**src/rtl/muldiv_pkg.sv**
```systemverilog
package muldiv_pkg;
  typedef enum logic [1:0] {
    OP_MULS = 2'b00,
    OP_MULU = 2'b01,
    OP_DIVS = 2'b10,
    OP_DIVU = 2'b11
  } md_op_e;

  typedef enum logic [1:0] {
    ST_IDLE = 2'b00,
    ST_ITER = 2'b01,
    ST_FIX  = 2'b10
  } md_state_e;
endpackage

```
**src/rtl/md_sign_prep.sv**
```systemverilog
module md_sign_prep #(
  parameter int W = 32
) (
  input  logic [1:0]   op,
  input  logic [W-1:0] opa,
  input  logic [W-1:0] opb,
  output logic [W-1:0] mag_a,
  output logic [W-1:0] mag_b,
  output logic         neg_a,
  output logic         neg_b
);
  logic signed_op;

  always_comb begin
    // even opcodes are the signed variants
    signed_op = ~op[0];
    neg_a     = signed_op & opa[W-1];
    neg_b     = signed_op & opb[W-1];
    mag_a     = neg_a ? (~opa + 1'b1) : opa;
    mag_b     = neg_b ? (~opb + 1'b1) : opb;
  end
endmodule

```
**src/rtl/md_step.sv**
```systemverilog
module md_step #(
  parameter int W = 32
) (
  input  logic         is_div,
  input  logic [W-1:0] acc,
  input  logic [W-1:0] shr,
  input  logic [W-1:0] mreg,
  output logic [W-1:0] acc_nx,
  output logic [W-1:0] shr_nx
);
  localparam int AW = W + 1;
  localparam int SW = W + 2;

  logic [AW-1:0] a_in;
  logic [SW-1:0] b_ext;
  logic [SW-1:0] sum;
  logic [AW-1:0] kept;
  logic          borrow;

  // one shared adder: add for multiply, subtract for divide
  always_comb begin
    a_in   = is_div ? {acc, shr[W-1]} : {1'b0, acc};
    b_ext  = {2'b00, mreg};
    sum    = {1'b0, a_in} + (is_div ? ~b_ext : b_ext) + {{(SW-1){1'b0}}, is_div};
    borrow = sum[SW-1];
    if (is_div) begin
      // restoring step: on borrow keep the shifted remainder
      kept   = borrow ? a_in : sum[AW-1:0];
      acc_nx = kept[W-1:0];
      shr_nx = {shr[W-2:0], ~borrow};
    end else begin
      kept   = shr[0] ? sum[AW-1:0] : a_in;
      acc_nx = kept[AW-1:1];
      shr_nx = {kept[0], shr[W-1:1]};
    end
  end
endmodule

```
**src/rtl/md_sign_fix.sv**
```systemverilog
module md_sign_fix #(
  parameter int W = 32
) (
  input  logic         is_div,
  input  logic         neg_a,
  input  logic         neg_b,
  input  logic         div_zero,
  input  logic [W-1:0] acc,
  input  logic [W-1:0] shr,
  output logic [W-1:0] hi_res,
  output logic [W-1:0] lo_res
);
  localparam int PW = 2 * W;

  logic [PW-1:0] prod;
  logic [PW-1:0] prod_s;
  logic [W-1:0]  quo_s;
  logic [W-1:0]  rem_s;
  logic          diff_sign;

  always_comb begin
    diff_sign = neg_a ^ neg_b;
    prod      = {acc, shr};
    prod_s    = diff_sign ? (~prod + 1'b1) : prod;
    quo_s     = (diff_sign && !div_zero) ? (~shr + 1'b1) : shr;
    rem_s     = neg_a ? (~acc + 1'b1) : acc;
    hi_res    = is_div ? rem_s : prod_s[PW-1:W];
    lo_res    = is_div ? quo_s : prod_s[W-1:0];
  end
endmodule

```
**src/rtl/muldiv_seq.sv**
```systemverilog
module muldiv_seq
  import muldiv_pkg::*;
#(
  parameter int W = 32
) (
  input  logic         clk,
  input  logic         rst_n,
  input  logic         start,
  input  logic [1:0]   op,
  input  logic [W-1:0] opa,
  input  logic [W-1:0] opb,
  output logic         busy,
  output logic         done,
  output logic [W-1:0] hi,
  output logic [W-1:0] lo
);
  localparam int            CW   = $clog2(W);
  localparam logic [CW-1:0] LAST = CW'(W - 1);

  logic [1:0] rsync;
  logic       rst_q_n;

  always_ff @(posedge clk or negedge rst_n) begin
    if (!rst_n) rsync <= 2'b00;
    else        rsync <= {rsync[0], 1'b1};
  end
  assign rst_q_n = rsync[1];

  md_state_e     state_q, state_n;
  logic [CW-1:0] cnt_q, cnt_n;
  logic [W-1:0]  acc_q, acc_n;
  logic [W-1:0]  shr_q, shr_n;
  logic [W-1:0]  m_q, m_n;
  logic          isdiv_q, isdiv_n;
  logic          nega_q, nega_n;
  logic          negb_q, negb_n;
  logic          dz_q, dz_n;
  logic [W-1:0]  hi_q, hi_n;
  logic [W-1:0]  lo_q, lo_n;
  logic          done_q, done_n;

  logic [W-1:0]  mag_a, mag_b;
  logic          in_neg_a, in_neg_b;
  logic [W-1:0]  step_acc, step_shr;
  logic [W-1:0]  fix_hi, fix_lo;

  md_sign_prep #(.W(W)) u_prep (
    .op(op), .opa(opa), .opb(opb),
    .mag_a(mag_a), .mag_b(mag_b),
    .neg_a(in_neg_a), .neg_b(in_neg_b)
  );

  md_step #(.W(W)) u_step (
    .is_div(isdiv_q), .acc(acc_q), .shr(shr_q), .mreg(m_q),
    .acc_nx(step_acc), .shr_nx(step_shr)
  );

  md_sign_fix #(.W(W)) u_fix (
    .is_div(isdiv_q), .neg_a(nega_q), .neg_b(negb_q), .div_zero(dz_q),
    .acc(acc_q), .shr(shr_q),
    .hi_res(fix_hi), .lo_res(fix_lo)
  );

  always_comb begin
    state_n = state_q;
    cnt_n   = cnt_q;
    acc_n   = acc_q;
    shr_n   = shr_q;
    m_n     = m_q;
    isdiv_n = isdiv_q;
    nega_n  = nega_q;
    negb_n  = negb_q;
    dz_n    = dz_q;
    hi_n    = hi_q;
    lo_n    = lo_q;
    done_n  = 1'b0;
    unique case (state_q)
      ST_IDLE: begin
        if (start) begin
          state_n = ST_ITER;
          cnt_n   = '0;
          isdiv_n = op[1];
          nega_n  = in_neg_a;
          negb_n  = in_neg_b;
          dz_n    = (opb == '0);
          acc_n   = '0;
          shr_n   = op[1] ? mag_a : mag_b;
          m_n     = op[1] ? mag_b : mag_a;
        end
      end
      ST_ITER: begin
        acc_n = step_acc;
        shr_n = step_shr;
        cnt_n = cnt_q + 1'b1;
        if (cnt_q == LAST) state_n = ST_FIX;
      end
      ST_FIX: begin
        hi_n    = fix_hi;
        lo_n    = fix_lo;
        done_n  = 1'b1;
        state_n = ST_IDLE;
      end
      default: state_n = ST_IDLE;
    endcase
  end

  always_ff @(posedge clk or negedge rst_q_n) begin
    if (!rst_q_n) begin
      state_q <= ST_IDLE;
      cnt_q   <= '0;
      acc_q   <= '0;
      shr_q   <= '0;
      m_q     <= '0;
      isdiv_q <= 1'b0;
      nega_q  <= 1'b0;
      negb_q  <= 1'b0;
      dz_q    <= 1'b0;
      hi_q    <= '0;
      lo_q    <= '0;
      done_q  <= 1'b0;
    end else begin
      state_q <= state_n;
      cnt_q   <= cnt_n;
      acc_q   <= acc_n;
      shr_q   <= shr_n;
      m_q     <= m_n;
      isdiv_q <= isdiv_n;
      nega_q  <= nega_n;
      negb_q  <= negb_n;
      dz_q    <= dz_n;
      hi_q    <= hi_n;
      lo_q    <= lo_n;
      done_q  <= done_n;
    end
  end

  assign busy = (state_q != ST_IDLE);
  assign done = done_q;
  assign hi   = hi_q;
  assign lo   = lo_q;
endmodule

```
**config.mk**
```make
export PLATFORM = sky130hd
export DESIGN_NAME = muldiv_seq
export DESIGN_NICKNAME = d
export VERILOG_FILES = /design/src/rtl/muldiv_pkg.sv /design/src/rtl/md_sign_prep.sv /design/src/rtl/md_step.sv /design/src/rtl/md_sign_fix.sv /design/src/rtl/muldiv_seq.sv
export SDC_FILE = /design/constraint.sdc
export NUM_CORES = 1
export LEC_CHECK = 0
export ABC_CLOCK_PERIOD_IN_PS = 7000
export BUFFER_PORTS_ARGS = -buffer_cell sky130_fd_sc_hd__buf_2
export CORE_MARGIN = 2
export CORE_UTILIZATION = 58
export CTS_CLUSTER_DIAMETER = 60
export CTS_CLUSTER_SIZE = 12
export DETAILED_ROUTE_END_ITERATION = 6
export PLACE_DENSITY = 0.89
export SLEW_MARGIN = 20
export SYNTH_ARGS = -nofsm -noshare
export SYNTH_HDL_FRONTEND = slang
export SYNTH_HIERARCHICAL = 1
export SYNTH_SLANG_ARGS = --single-unit
export TNS_END_PERCENT = 100
```
**constraint.sdc**
```tcl
create_clock -name clk -period 7 [get_ports clk]
set_clock_uncertainty 0.1 [all_clocks]
set_input_delay 0.7 -clock clk [delete_from_list [all_inputs] [get_ports clk]]
set_output_delay 0.7 -clock clk [all_outputs]
set_load 0.05 [all_outputs]
```
Word level (Yosys, flattened, before mapping)
Index checks and enable logic that the tools add are counted.
{ "word_totals": {"regBits": 174, "in_bits": 69, "out_inout_bits": 66, "elab_cells": 71} }
{ "op_classes": {"n_addsub": 8, "n_eq_ne": 5, "mux": 25, "n_bitwise": 11, "n_reduce_logical": 9} }
{ "ops": {"columns": ["op", "count"], "rows": [
  ["2-to-1 mux 32 bit", 13],
  ["adder 32 x 1 -> 32 bit (second input constant)", 4],
  ["NOT 32 bit", 4],
  ["one-hot mux 32 bit (2 select lines)", 2],
  ["2-to-1 mux 33 bit", 2],
  ["adder 64 x 1 -> 64 bit (second input constant)", 1],
  ["2-to-1 mux 64 bit", 1],
  ["NOT 64 bit", 1],
  ["adder 33 x 34 -> 34 bit", 1],
  ["adder 34 x 1 -> 34 bit", 1],
  ["2-to-1 mux 34 bit", 1],
  ["NOT 32 -> 34 bit", 1],
  ["logical NOT 32 bit", 1],
  ["one-hot mux 5 bit (2 select lines)", 1],
  ["AND reduction 2 bit", 3],
  ["adder 5 x 1 -> 5 bit (second input constant)", 1],
  ["== test 5 bit (second input constant)", 1],
  ["2-to-1 mux 5 bit", 1],
  ["2-to-1 mux 2 bit", 2],
  ["inequality test 2 bit (second input constant)", 2],
  ["one-hot mux 2 bit (2 select lines)", 1],
  ["nonzero test 2 bit", 2],
  ["AND 1 bit", 2],
  ["== test 2 x 1 -> 1 bit (second input constant)", 1],
  ["other kinds (7)", 8]
]} }

Depth between registers and ports, before layout
{ "logic_depth": {"word_depth": 7, "mapped_depth": 19, "mapped_depth_nobuf": 13} }

Modules after synthesis
The synthesis kept the hierarchy.
{ "by_module_without_submodules": {"columns": ["mod", "instances", "cells_each", "area_per_inst_um2", "seq_area_each_um2"], "rows": [
  ["muldiv_seq", 1, 688, 7536.0, 4354.2],
  ["md_step", 1, 553, 3867.5, 0.0],
  ["md_sign_fix", 1, 272, 1828.0, 0.0],
  ["md_sign_prep", 1, 199, 1340.0, 0.0]
]} }

Worst setup path after synthesis
Ideal clock, no wire load.
{ "synth_timing": {"path_kind": "register -> register", "from": "register isdiv_q", "to": "register acc_q[30]", "arrival_ns": 4.030, "required_ns": 6.783, "path_slack_ns": 2.753, "path_stages_with_launch": 18, "n_path_buf": 4, "synth_period_minus_slack_ns": 4.247, "path_cell_list": "dfrtp_1 -> clkbuf_1 -> clkbuf_1 -> buf_1 -> mux2i_1 -> inv_1 -> ha_1 -> nand2_1 -> o31a_1 -> o22a_4 -> o31ai_4 -> a21oi_2 -> o41a_1 -> buf_6 -> a32o_1 -> a211o_1 -> nand2_1 -> nand2_1"} }
{ "synth_between": {"elab_chain_cells": 6, "word_cells_on_any_way": 8, "cone_classes": "add/sub: 2; mux: 6"} }
{ "synth_rtl": {"columns": ["element", "line", "rtl"], "rows": [
  ["start: declaration", "muldiv_seq.sv:34", "logic isdiv_q, isdiv_n;"],
  ["start signal: assignment", "muldiv_seq.sv:127", "isdiv_q <= isdiv_n;"],
  ["2-to-1 mux 33 bit or 2-to-1 mux 34 bit (tied branches)", "md_step.sv:22, md_step.sv:24", null],
  ["adder 33 x 34 -> 34 bit", "md_step.sv:24", "sum = {1'b0, a_in} + (is_div ? ~b_ext : b_ext) + {{(SW-1){1'b0}}, is_div};"],
  ["adder 34 x 1 -> 34 bit", "md_step.sv:24", null],
  ["2-to-1 mux 33 bit or 2-to-1 mux 32 bit (tied branches)", "md_step.sv:32, md_step.sv:28", null],
  ["2-to-1 mux 32 bit (*)", "md_step.sv:26", "if (is_div) begin"],
  ["via step_acc[30]", "muldiv_seq.sv:44", "logic [W-1:0] step_acc, step_shr;"],
  ["one-hot mux 32 bit (2 select lines) (*)", "muldiv_seq.sv:77", "unique case (state_q)"],
  ["end signal: assignment", "muldiv_seq.sv:124", "acc_q <= acc_n;"],
  ["end: declaration", "muldiv_seq.sv:31", "logic [W-1:0] acc_q, acc_n;"]
]} }
Mark *: on every way through the listed nets, which the timed path passes. The rest lies on a longest branch.
A chain may end at the register's enable or synchronous reset.

Final worst setup path
Ends and elaborated chain as after synthesis.

==> flow_metrics.env <==
export IMPL_final_area_um2=15900
export IMPL_drive_gt1_share_pct=19.1
export IMPL_cts_buffer_depth=2
export IMPL_syn_num_nets=1819
export IMPL_drt_iter0_drc=1535
export IMPL_path_common_cell="nand2_1"
export IMPL_rrSetupSlack_ns=2.08
export IMPL_setup_viol=0
export IMPL_areaGrowthSynthToFinish_pct=9.22
export IMPL_grt_pass1_vias=12400
export IMPL_track_usage_pct=30.1
export IMPL_pin_count=135
export IMPL_path_max_fanout=87
export IMPL_cts_sinks=174
export IMPL_ys_types=74
export IMPL_hp_class="flop to flop"
export IMPL_seq_area_frac_synth_pct=29.9
export IMPL_startpoint_type="flop"
export IMPL_grt_max_degree=102
export IMPL_maxCapViolCount=0
export IMPL_finalNetCount=1876
export IMPL_synth_area_per_cell_um2=8.51
export IMPL_required_ns=7.22
export IMPL_vias_per_cell=6.34
export IMPL_cts_tree="built"
export IMPL_final_hold_viol_count=0
export IMPL_min_to="rsync[1]"
export IMPL_cts_htree_levels=4
export IMPL_initial_core_util_pct=58.5
export IMPL_clk_latency_ns=0.44
export IMPL_synth_area_leaders="dfrtp_1 (30%), mux2_2 (9.5%), nand2_1 (6.5%)"
export IMPL_drt_wl_total_mm=39.7
export IMPL_synth_async_reset_ratio_pct=100
export IMPL_core_area_um2=24900
export IMPL_crit_chain="buf_4, xnor2_1, inv_1, ha_1, nand2_1, o31a_1, o22a_4, o31ai_4, a21oi_2, o41a_1, buf_4, a32o_1, a211o_1, nand2_1, nand2_1"
export IMPL_fin_cells=2112
export IMPL_cp_end_kind="flop"
export IMPL_outcome="completed"
export IMPL_period_minus_slack_ns=4.92
export IMPL_ys_flop_type="dfrtp_1"
export IMPL_netlist_area_leader_share_pct=29.9
export IMPL_slowest_stage="dfrtp_4"
export IMPL_max_slew_margin_pct=29.5
export IMPL_r2r_start="isdiv_q"
export IMPL_vias=13400
export IMPL_syn_area_um2=14600
export IMPL_drc=0
export IMPL_io_buffers=134
export IMPL_antenna_found_initial=0
export IMPL_reg2reg_depth=15
export IMPL_worstSetupPathType="flop to flop"
export IMPL_hold_path_depth=0
export IMPL_chipWidth_um=163
export IMPL_die_height_um=163
export IMPL_yosys_warnings=6
export IMPL_firstDrtPassIters=6
export IMPL_num_rows=58
export IMPL_postCtsSetupBuffers=0
export IMPL_grt_pass1_wl_mm=64.6
export IMPL_rsz0062_at_grt="false"
export IMPL_ctsResizeCount=0
export IMPL_root_buffer="clkbuf_16"
export IMPL_fmax_mhz=203
export IMPL_yosys_area_top_type="dfrtp_1"
export IMPL_numCtsBuffers=17
export IMPL_slowest_delay_ns=1.01
export IMPL_globalRouteOverflowTotal=0
export IMPL_drv_slew=0
export IMPL_worst_pin_slew_ns=1.06
export IMPL_arrival_ns=5.14
export IMPL_dp_cells=2079
export IMPL_placed_area_um2=15300
export IMPL_synth_edff_count=0
export IMPL_wl_per_cell_um=18.8
export IMPL_die_area_um2=26400
export IMPL_globalplace_congestion=0.953
export IMPL_syn_inst=1712
export IMPL_finalCritPeriodShare_pct=70.3
export IMPL_hold_start="rsync[0]"
export IMPL_drtAntennaViolNets=0
export IMPL_diodes=0
export IMPL_dp_hpwl_mm=30.1
export IMPL_path_clk_slew_ns=0.07
export IMPL_ys_ff_latch=174
export IMPL_cts_hold_buf=1
export IMPL_setup_tns_ns=0
export IMPL_r2r_end="acc_q[30]"
-- critical path, delay by kind of cell, from the launching register on --
family / cells / cell delay, ns
AOI/OAI and AO/OA: 7 / 2.07
DFF: 1 / 1.01
buffers and inverters: 3 / 0.91
adders and majority gates: 1 / 0.28
xor gates and xnor gates: 1 / 0.23
and+or+nand+nor: 3 / 0.18
-- cell usage after synthesis (5+ instances only) --
library cell and n:
o21a_1 8, a21o_1 10, nand3_1 62, o221ai_1 5, or3_1 15, xnor2_1 96, nor3_1 27, inv_1 28
o21ai_0 96, or4_1 10, o31ai_1 61, nor2_1 85, o41ai_1 12, a31oi_1 29, o211ai_1 7, or4_4 5
xor2_1 82, and2_1 6, dfrtp_1 174, nand2_1 253, nand2b_1 11, and3_1 7, buf_2 24, ha_1 37
a211oi_1 60, nor4_1 36, nand4_1 15, buf_1 9, clkbuf_1 67, nor2b_1 62, a21oi_1 59, buf_6 7
mux2i_1 44, o21bai_1 7, mux2_2 123, a32oi_1 5, o22ai_1 6, or2_2 8
-- cell type report --
| cell class | count | area [um^2] |
|---|---|---|
| inverter | 28 | 105 |
| timing repair buffer | 149 | 788 |
| clock buffer | 19 | 443 |
| tap | 330 | 413 |
| sequential | 174 | 4360 |
| fill | 2056 | 8980 |
| multi-input combinational | 1399 | 9630 |
| clock inverter | 13 | 171 |
-- through the flow --
step	hold WS [ns]	util, %	worst slack [ns]
finish	0.253	63.9	2.08
global route	0.269	63.9	1.85
CTS	0.256	63.9	2.15
detailed placement	0.243	61.4	2.16
global placement	0.240	61.4	2.26
floorplan	0.231	-	1.69
-- kinds of logic (layout without fill, tap and decap cells) --
kind of cell | after synthesis | in the layout | share of synthesized area, %
flip-flops | 174 | 174 | 29.9
buffers and inverters | 139 | 209 | 4.23
AND/OR/NAND/NOR | 621 | 621 | 21.0
multiplexers | 167 | 167 | 12.5
other | 1 | 1 | 0.0257
adder cells (fa/ha/maj) | 38 | 38 | 3.31
AO/OA/AOI/OAI | 394 | 394 | 18.3
XOR/XNOR | 178 | 178 | 10.7
-- state kept, by name (all words and copies together) (netlist names), 2 cells and up --
name and cells:
hi 32, cnt_q 5, m_q 32, shr_q 32, acc_q 32, rsync 2, state_q 2, lo 32
-- metal layers --
layer / track usage [%] / routed length [um]
met5: 0 / 0
met4: 10.3 / 1180
met3: 5.17 / 3170
met2: 47.5 / 18100
met1: 42.0 / 17300
-- placed cells by master (no fill, tap or decap), types with 27 or more instances in the layout --
master | Yosys | layout
dfrtp_1 | 174 | 172
o21ai_0 | 96 | 96
xor2_1 | 82 | 82
buf_2 | 24 | 133
a31oi_1 | 29 | 29
mux2_2 | 123 | 123
xnor2_1 | 96 | 96
nor3_1 | 27 | 27
nand3_1 | 62 | 62
inv_1 | 28 | 28
mux2i_1 | 44 | 44
nor2b_1 | 62 | 60
a211oi_1 | 60 | 60
ha_1 | 37 | 37
nor4_1 | 36 | 36
a21oi_1 | 59 | 58
nand2_1 | 253 | 253
o31ai_1 | 61 | 61
nor2_1 | 85 | 85
-- how the worst max path moves through the flow --
| stage | startpoint | to | slack [ns] | cells after the start |
|---|---|---|---|---|
| 2_1_floorplan | rsync[1] | acc_q[0] | 1.69 | 0 |
| 3_3_place_gp | isdiv_q | acc_q[30] | 2.26 | 15 |
| 3_5_place_dp | isdiv_q | acc_q[30] | 2.16 | 15 |
| 4_1_cts | isdiv_q | acc_q[30] | 2.15 | 15 |
| 5_1_grt | isdiv_q | acc_q[30] | 1.85 | 15 |
| 6_report | isdiv_q | acc_q[30] | 2.08 | 15 |
Power is not shown: default switching activity piles up to over one toggle a cycle in this logic, so the estimate is an artifact.
